## src/rtl/mw_pkg.sv

```systemverilog
package mw_pkg;

    typedef enum logic [1:0] {
        ST_IDLE  = 2'd0,
        ST_FRAME = 2'd1,
        ST_POLL  = 2'd2,
        ST_GAP   = 2'd3
    } mw_state_e;

    typedef enum logic [1:0] {
        STEP_ENABLE  = 2'd0,
        STEP_ACCESS  = 2'd1,
        STEP_BUSY    = 2'd2,
        STEP_DISABLE = 2'd3
    } mw_step_e;

    // two-bit opcode following the start bit
    localparam logic [1:0] OPC_READ    = 2'b10;
    localparam logic [1:0] OPC_WRITE   = 2'b01;
    localparam logic [1:0] OPC_SPECIAL = 2'b00;

    // top two address-field bits select the special command
    localparam logic [1:0] SUB_ENABLE  = 2'b11;
    localparam logic [1:0] SUB_DISABLE = 2'b00;

endpackage

```

## src/rtl/mw_half_tick.sv

```systemverilog
module mw_half_tick #(
    parameter int HALF_CYC = 4
) (
    input  logic clk,
    input  logic rst_n,
    input  logic en,
    output logic tick
);
    localparam int CW = (HALF_CYC > 1) ? $clog2(HALF_CYC) : 1;
    localparam logic [CW-1:0] LAST = CW'(HALF_CYC - 1);

    logic [CW-1:0] cnt_d, cnt_q;

    assign tick = en && (cnt_q == LAST);

    always_comb begin
        if (!en || tick) cnt_d = '0;
        else             cnt_d = cnt_q + CW'(1);
    end

    always_ff @(posedge clk or negedge rst_n) begin
        if (!rst_n) cnt_q <= '0;
        else        cnt_q <= cnt_d;
    end

    generate
        if (HALF_CYC > 1) begin : g_spacing
            assert_tick_spacing_R9: assert property (@(posedge clk) disable iff (!rst_n)
                tick |=> !tick);
        end
    endgenerate
endmodule

```

## src/rtl/mw_din_sync.sv

```systemverilog
module mw_din_sync #(
    parameter bit INVERT = 1'b1
) (
    input  logic clk,
    input  logic rst_n,
    input  logic pin_i,
    output logic bit_o
);
    logic [1:0] stg_d, stg_q;

    assign stg_d = {stg_q[0], pin_i};
    assign bit_o = stg_q[1] ^ INVERT;

    always_ff @(posedge clk or negedge rst_n) begin
        if (!rst_n) stg_q <= {2{INVERT}};
        else        stg_q <= stg_d;
    end
endmodule

```

## src/rtl/mw_pin_drive.sv

```systemverilog
module mw_pin_drive #(
    parameter bit INVERT = 1'b1
) (
    input  logic clk,
    input  logic rst_n,
    input  logic cs_i,
    input  logic sck_i,
    input  logic do_i,
    output logic pin_cs,
    output logic pin_sck,
    output logic pin_do
);
    logic [2:0] pins_d, pins_q;

    assign pins_d = {cs_i, sck_i, do_i} ^ {3{INVERT}};
    assign {pin_cs, pin_sck, pin_do} = pins_q;

    always_ff @(posedge clk or negedge rst_n) begin
        if (!rst_n) pins_q <= {3{INVERT}};
        else        pins_q <= pins_d;
    end
endmodule

```

## src/rtl/mw_eeprom_master.sv

```systemverilog
module mw_eeprom_master
    import mw_pkg::*;
#(
    parameter int ADDR_W     = 6,
    parameter int DATA_W     = 16,
    parameter int HALF_CYC   = 4,
    parameter int POLL_LIMIT = 32,
    parameter bit INVERT     = 1'b1
) (
    input  logic              clk,
    input  logic              rst_n,
    input  logic              req_start,
    input  logic              req_write,
    input  logic [ADDR_W-1:0] req_addr,
    input  logic [DATA_W-1:0] req_wdata,
    output logic              busy,
    output logic              done,
    output logic [DATA_W-1:0] rd_data,
    output logic              timeout_err,
    output logic              pin_cs,
    output logic              pin_sck,
    output logic              pin_do,
    input  logic              pin_di
);
    localparam int CMD_W   = 3 + ADDR_W;
    localparam int FRAME_W = CMD_W + DATA_W;
    localparam int BL_W    = $clog2(FRAME_W + 1);
    localparam int PC_W    = $clog2(POLL_LIMIT + 1);
    localparam logic [BL_W-1:0] CMD_BL   = BL_W'(CMD_W);
    localparam logic [BL_W-1:0] FRAME_BL = BL_W'(FRAME_W);
    localparam logic [BL_W-1:0] ONE_BL   = BL_W'(1);
    localparam logic [PC_W-1:0] LAST_PC  = PC_W'(POLL_LIMIT - 1);

    typedef struct packed {
        mw_state_e         state;
        mw_step_e          step;
        logic              is_wr;
        logic [ADDR_W-1:0] addr;
        logic [DATA_W-1:0] wdata;
        logic [FRAME_W-1:0] shreg;
        logic [BL_W-1:0]   bits_left;
        logic [DATA_W-1:0] rx;
        logic [PC_W-1:0]   poll_cnt;
        logic              cs;
        logic              sck;
        logic              dout;
        logic              done;
        logic              err;
        logic              err_pend;
        logic [DATA_W-1:0] rd_data;
    } ctl_t;

    ctl_t d, q;
    logic tick;
    logic din_s;
    logic [FRAME_W-1:0] en_vec, dis_vec, acc_vec;

    // frames are left-aligned: the MSB leaves first
    assign en_vec  = {1'b1, OPC_SPECIAL, SUB_ENABLE,  {(ADDR_W-2){1'b0}}, {DATA_W{1'b0}}};
    assign dis_vec = {1'b1, OPC_SPECIAL, SUB_DISABLE, {(ADDR_W-2){1'b0}}, {DATA_W{1'b0}}};
    assign acc_vec = q.is_wr ? {1'b1, OPC_WRITE, q.addr, q.wdata}
                             : {1'b1, OPC_READ,  q.addr, {DATA_W{1'b0}}};

    function automatic ctl_t start_frame(input ctl_t c, input logic [FRAME_W-1:0] v,
                                         input logic [BL_W-1:0] n);
        ctl_t r;
        r           = c;
        r.state     = ST_FRAME;
        r.shreg     = v;
        r.bits_left = n;
        r.cs        = 1'b1;
        r.sck       = 1'b0;
        r.dout      = v[FRAME_W-1];
        return r;
    endfunction

    mw_half_tick #(.HALF_CYC(HALF_CYC)) i_tick (
        .clk   (clk),
        .rst_n (rst_n),
        .en    (q.state != ST_IDLE),
        .tick  (tick)
    );

    mw_din_sync #(.INVERT(INVERT)) i_sync (
        .clk   (clk),
        .rst_n (rst_n),
        .pin_i (pin_di),
        .bit_o (din_s)
    );

    mw_pin_drive #(.INVERT(INVERT)) i_pins (
        .clk     (clk),
        .rst_n   (rst_n),
        .cs_i    (q.cs),
        .sck_i   (q.sck),
        .do_i    (q.dout),
        .pin_cs  (pin_cs),
        .pin_sck (pin_sck),
        .pin_do  (pin_do)
    );

    always_comb begin
        d      = q;
        d.done = 1'b0;
        d.err  = 1'b0;
        unique case (q.state)
            ST_IDLE: begin
                if (req_start) begin
                    d.is_wr    = req_write;
                    d.addr     = req_addr;
                    d.wdata    = req_wdata;
                    d.err_pend = 1'b0;
                    d.step     = STEP_ENABLE;
                    d          = start_frame(d, en_vec, CMD_BL);
                end
            end
            ST_FRAME: begin
                if (tick) begin
                    if (!q.sck) begin
                        d.sck = 1'b1;
                    end else begin
                        d.sck = 1'b0;
                        d.rx  = {q.rx[DATA_W-2:0], din_s};
                        if (q.bits_left == ONE_BL) begin
                            d.cs    = 1'b0;
                            d.dout  = 1'b0;
                            d.state = ST_GAP;
                            if (q.step == STEP_ACCESS && !q.is_wr) d.rd_data = d.rx;
                        end else begin
                            d.bits_left = q.bits_left - ONE_BL;
                            d.shreg     = {q.shreg[FRAME_W-2:0], 1'b0};
                            d.dout      = q.shreg[FRAME_W-2];
                        end
                    end
                end
            end
            ST_POLL: begin
                if (tick) begin
                    if (!q.sck) begin
                        d.sck = 1'b1;
                    end else begin
                        d.sck = 1'b0;
                        if (din_s) begin
                            d.cs    = 1'b0;
                            d.state = ST_GAP;
                        end else if (q.poll_cnt == LAST_PC) begin
                            d.cs       = 1'b0;
                            d.err_pend = 1'b1;
                            d.state    = ST_GAP;
                        end else begin
                            d.poll_cnt = q.poll_cnt + PC_W'(1);
                        end
                    end
                end
            end
            ST_GAP: begin
                if (tick) begin
                    unique case (q.step)
                        STEP_ENABLE: begin
                            d.step = STEP_ACCESS;
                            d      = start_frame(d, acc_vec, FRAME_BL);
                        end
                        STEP_ACCESS: begin
                            if (q.is_wr) begin
                                d.step     = STEP_BUSY;
                                d.state    = ST_POLL;
                                d.cs       = 1'b1;
                                d.dout     = 1'b0;
                                d.poll_cnt = '0;
                            end else begin
                                d.step = STEP_DISABLE;
                                d      = start_frame(d, dis_vec, CMD_BL);
                            end
                        end
                        STEP_BUSY: begin
                            d.step = STEP_DISABLE;
                            d      = start_frame(d, dis_vec, CMD_BL);
                        end
                        STEP_DISABLE: begin
                            d.state = ST_IDLE;
                            d.done  = 1'b1;
                            d.err   = q.err_pend;
                        end
                        default: d.state = ST_IDLE;
                    endcase
                end
            end
            default: d.state = ST_IDLE;
        endcase
    end

    always_ff @(posedge clk or negedge rst_n) begin
        if (!rst_n) q <= '0;
        else        q <= d;
    end

    assign busy        = (q.state != ST_IDLE);
    assign done        = q.done;
    assign timeout_err = q.err;
    assign rd_data     = q.rd_data;

    assert_sck_low_when_deselected_R2: assert property (@(posedge clk) disable iff (!rst_n)
        !q.cs |-> !q.sck);
    assert_dout_held_in_high_phase_R9: assert property (@(posedge clk) disable iff (!rst_n)
        q.sck |-> $stable(q.dout));
    assert_done_single_R11: assert property (@(posedge clk) disable iff (!rst_n)
        q.done |=> !q.done);
    assert_err_only_with_done_R6: assert property (@(posedge clk) disable iff (!rst_n)
        q.err |-> q.done);
    assert_poll_bounded_R6: assert property (@(posedge clk) disable iff (!rst_n)
        q.poll_cnt <= LAST_PC);
    assert_request_held_R7: assert property (@(posedge clk) disable iff (!rst_n)
        busy |=> ($stable(q.addr) && $stable(q.wdata) && $stable(q.is_wr)));
    assert_idle_pin_level_R10: assert property (@(posedge clk) disable iff (!rst_n)
        (!q.cs && $past(!q.cs)) |-> (pin_cs == INVERT));
endmodule

```

## config.mk

```make
export PLATFORM = sky130hd
export DESIGN_NAME = mw_eeprom_master
export DESIGN_NICKNAME = d
export VERILOG_FILES = /design/src/rtl/mw_pkg.sv /design/src/rtl/mw_half_tick.sv /design/src/rtl/mw_din_sync.sv /design/src/rtl/mw_pin_drive.sv /design/src/rtl/mw_eeprom_master.sv
export SDC_FILE = /design/constraint.sdc
export NUM_CORES = 1
export LEC_CHECK = 0
export BUFFER_PORTS_ARGS = -buffer_cell sky130_fd_sc_hd__buf_2
export CAP_MARGIN = 15
export CORE_MARGIN = 2
export CORE_UTILIZATION = 45
export DETAILED_ROUTE_END_ITERATION = 16
export MAX_ROUTING_LAYER = met4
export PLACE_DENSITY = 0.75
export SYNTH_ARGS = -nofsm -noshare
export SYNTH_HDL_FRONTEND = slang
export SYNTH_SLANG_ARGS = --single-unit
```

## constraint.sdc

```tcl
create_clock -name clk -period 3.4 [get_ports clk]
set_input_delay 0.17 -clock clk [delete_from_list [all_inputs] [get_ports clk]]
set_output_delay 0.17 -clock clk [all_outputs]
set_load 0.03 [all_outputs]
```

==> results.json <==
{
  "fin_cells": 678,
  "ys_async_sr_fraction_pct": 100.0,
  "crit_required_ns": 3.64,
  "hold_path.class": "input port to register",
  "switching_power_uw": 1855,
  "coreArea_um2": 10890,
  "min_from": "req_wdata[11]",
  "drcViolationCount": 0,
  "antenna_left": 0,
  "setup_viol": 0,
  "critical_path_class": "register to register",
  "synth_area_leaders": "dfrtp_1 (50%), nand2_1 (6.6%), o21ai_0 (4.9%)",
  "die_h_um": 109.6,
  "crit_fanout": 53,
  "p_sw_share_pct": 39.35,
  "clockBufferDepth": 2,
  "synth_common_cells": "dfrtp_1 (101), nand2_1 (88), o21ai_0 (49)",
  "synth_top_cell_area_share_pct": 50.32,
  "cts-root-buf": "clkbuf_8",
  "via_count": 3570,
  "dp_hpwl_um": 6480,
  "clk_pin_slew_worst_paths_ns": 0.09,
  "pwr-share-clk_pct": 18.1,
  "cts.htree.levels": 3,
  "grt_pass1_wl_um": 16140,
  "seq_power_share_pct": 40.9,
  "postCtsSetupBuffers": 0,
  "ys_seq_elements": 106,
  "antenna_found_initial": 0,
  "setup_tns_ns": 0,
  "wl_per_cell_um": 14.14,
  "synth.distinct_cells": 53,
  "p_leak_uw": 0.002542,
  "syn_area_um2": 5022,
  "p_total_uw": 4713,
  "wl_met3_um": 352,
  "ios": 49,
  "min_period_over_period_pct": 78.34,
  "nets": 575,
  "place_congestion": 0.8830,
  "r2r_end": "q[62]",
  "first_pass_iters": 4,
  "wl_met2_um": 4575,
  "cts_made_buffers": 9,
  "avgViaCountPerCell": 5.265,
  "timing.max_cap.violations": 0,
  "register_area_um2": 2659,
  "holdBufCountCts": 2,
  "powerDensity_nw_per_um2": 855.0,
  "die_w_um": 109.6,
  "grt_pass1_vias": 3396,
  "grt.total_usage_pct": 17.64,
  "timing.hold.ws_ns": 0.03567,
  "worstSkewPairLatency_ns": 0.38,
  "cts_tree": "yes",
  "fillers": 973,
  "syn_nets": 552,
  "cp_slowest_cell": "ha_2",
  "drive_above_1_share_pct": 18.77,
  "hold_viol": 0,
  "multiInputGateArea_um2": 2038,
  "drt-initial-drc-count": 195,
  "skew_ns": 0.01856,
  "rsz0062_at_grt": "false",
  "die-area_um2": 12020,
  "relSlewSlack_pct": 36.91,
  "comb_power_share_pct": 41.0,
  "syn-mean-instance-area_um2": 9.828,
  "worstHoldEndpoint": "q[85]",
  "status": "completed",
  "overflow": 0,
  "routed_wl_um": 9589,
  "vdd_drop_max_uv": 380.3,
  "endpoint_kind": "register",
  "wl_met1_um": 4595,
  "ys_warn_count": 0,
  "layout_min_cycle_time_ns": 2.664,
  "worst-r2r-cell-count": 9,
  "slowest_delay_ns": 0.62,
  "cts_sinks": 106,
  "dpl.cell_count": 660,
  "portBuffers": 48,
  "timing.rr.start": "q[100]",
  "rows": 38,
  "hold_depth": 3,
  "route.top_layer_used": "met4",
  "worst_pin_slew_ns": 0.9463,
  "area_delta_synth_final_pct": 9.766,
  "n_antenna_cell": 0,
  "ys.flop_type": "dfrtp_1",
  "grt_max_degree": 76,
  "floorplan.initialDensity_pct": 46.13,
  "slew_viol_final": 0,
  "synth_edf_count": 0,
  "intPower_uw": 2859,
  "critPathArrivalTime_ns": 2.90,
  "yosysTopAreaCell": "dfrtp_1",
  "cp_cell_sequence": "inv_1, ha_2, buf_4, o21bai_1, a22oi_1, nor3_4, buf_4, nor2_1, a21oi_1",
  "synth.most_common_cell": "dfrtp_1",
  "crit_path_frequent_cell": "buf_4",
  "r2r_setup_slack_ns": 0.74,
  "synth_cells": 511,
  "critPathLaunchType": "register",
  "cts_resized": 0,
  "fmax_mhz": 375.4,
  "seq_area_frac_synth_pct": 52.94
}
## worst max-delay path: cells and delay by family, from the launching register on
| family | cells | cell delay, ns |
|---|---|---|
| buffers and inverters | 3 | 0.77 |
| and+or+nand+nor | 2 | 0.24 |
| AOI/OAI and AO/OA | 3 | 0.44 |
| DFF | 1 | 0.43 |
| adders and majority gates | 1 | 0.62 |
## through the flow
step	util [%]	setup WS, ns	cell area (um^2)
after floorplan	-	1.291	5022
after global placement	48.18	0.8937	5246
after detailed placement	48.18	0.7541	5246
after CTS	50.38	0.7150	5485
after global routing	50.63	0.5161	5513
final	50.63	0.7364	5513
## worst max path at each step
stage	from	endpoint	slack (ns)	cells past startpoint
detailed placement	q[100]	q[62]	0.75	9
CTS	q[100]	q[48]	0.72	9
global placement	q[100]	q[45]	0.89	9
global route	q[100]	q[63]	0.52	8
finish	q[100]	q[62]	0.74	9
floorplan	q[99]	q[50]	1.29	8
## power by group through the flow
stage,sequential [uW],combinational [uW],clock (uW)
floorplan,1890,1510,0
CTS,1930,1930,877
global placement,1930,1820,0
detailed placement,1950,1910,0
global route,1980,2200,927
finish,1930,1930,851
## final cells by class
type                       instances  area share [%]
clock buffer                      13           2.882
timing repair buffer              60           6.491
tap                              140           3.177
clock inverter                     2           1.089
sequential                       106           48.23
multi-input combinational        340           36.97
inverter                          17           1.158
## placed cells by master, fill, tap and decap left out, types with 2 or more instances in the layout
master / count
a2bb2oi_1: 2
dlygate4sd3_1: 2
and3_1: 3
nand2b_1: 7
ha_1: 13
nor2b_1: 2
nor2_1: 38
mux2_2: 8
clkbuf_1: 2
a211oi_1: 3
a211o_1: 3
nand4_1: 3
nand3_1: 9
nand2_1: 88
mux2_4: 9
bufinv_16: 2
nor3_1: 9
dfrtp_1: 101
mux2i_1: 4
clkbuf_8: 11
dfstp_2: 5
buf_4: 10
buf_2: 47
a21oi_1: 31
nor3b_1: 2
nor3_4: 2
o21ai_0: 49
inv_1: 17
or3_1: 3
a221oi_1: 2
a22oi_1: 21
nand3b_1: 3
a31oi_1: 5
## cell families after synthesis
family	Yosys count	share of synthesized area (%)
simple gates	177	16.17
flops	106	52.94
mux	21	5.282
fa+ha+maj	14	3.488
buf+inv	65	6.652
compound gates	128	15.47
## state kept, by name, indices dropped and copies added (netlist names)
name and count:
i_tick.cnt_q 2, i_pins.pins_q 3, i_sync.stg_q 2, rd_data 16, done 1, timeout_err 1
q 81
## routing by layer
metal / track usage [%] / vias up
li1: - / 1788
met4: 4.973 / 0
met5: - / -
met3: 3.912 / 4
met1: 22.91 / 1709
met2: 28.00 / 69
No activity file was read; power rests on OpenSTA's default activity.
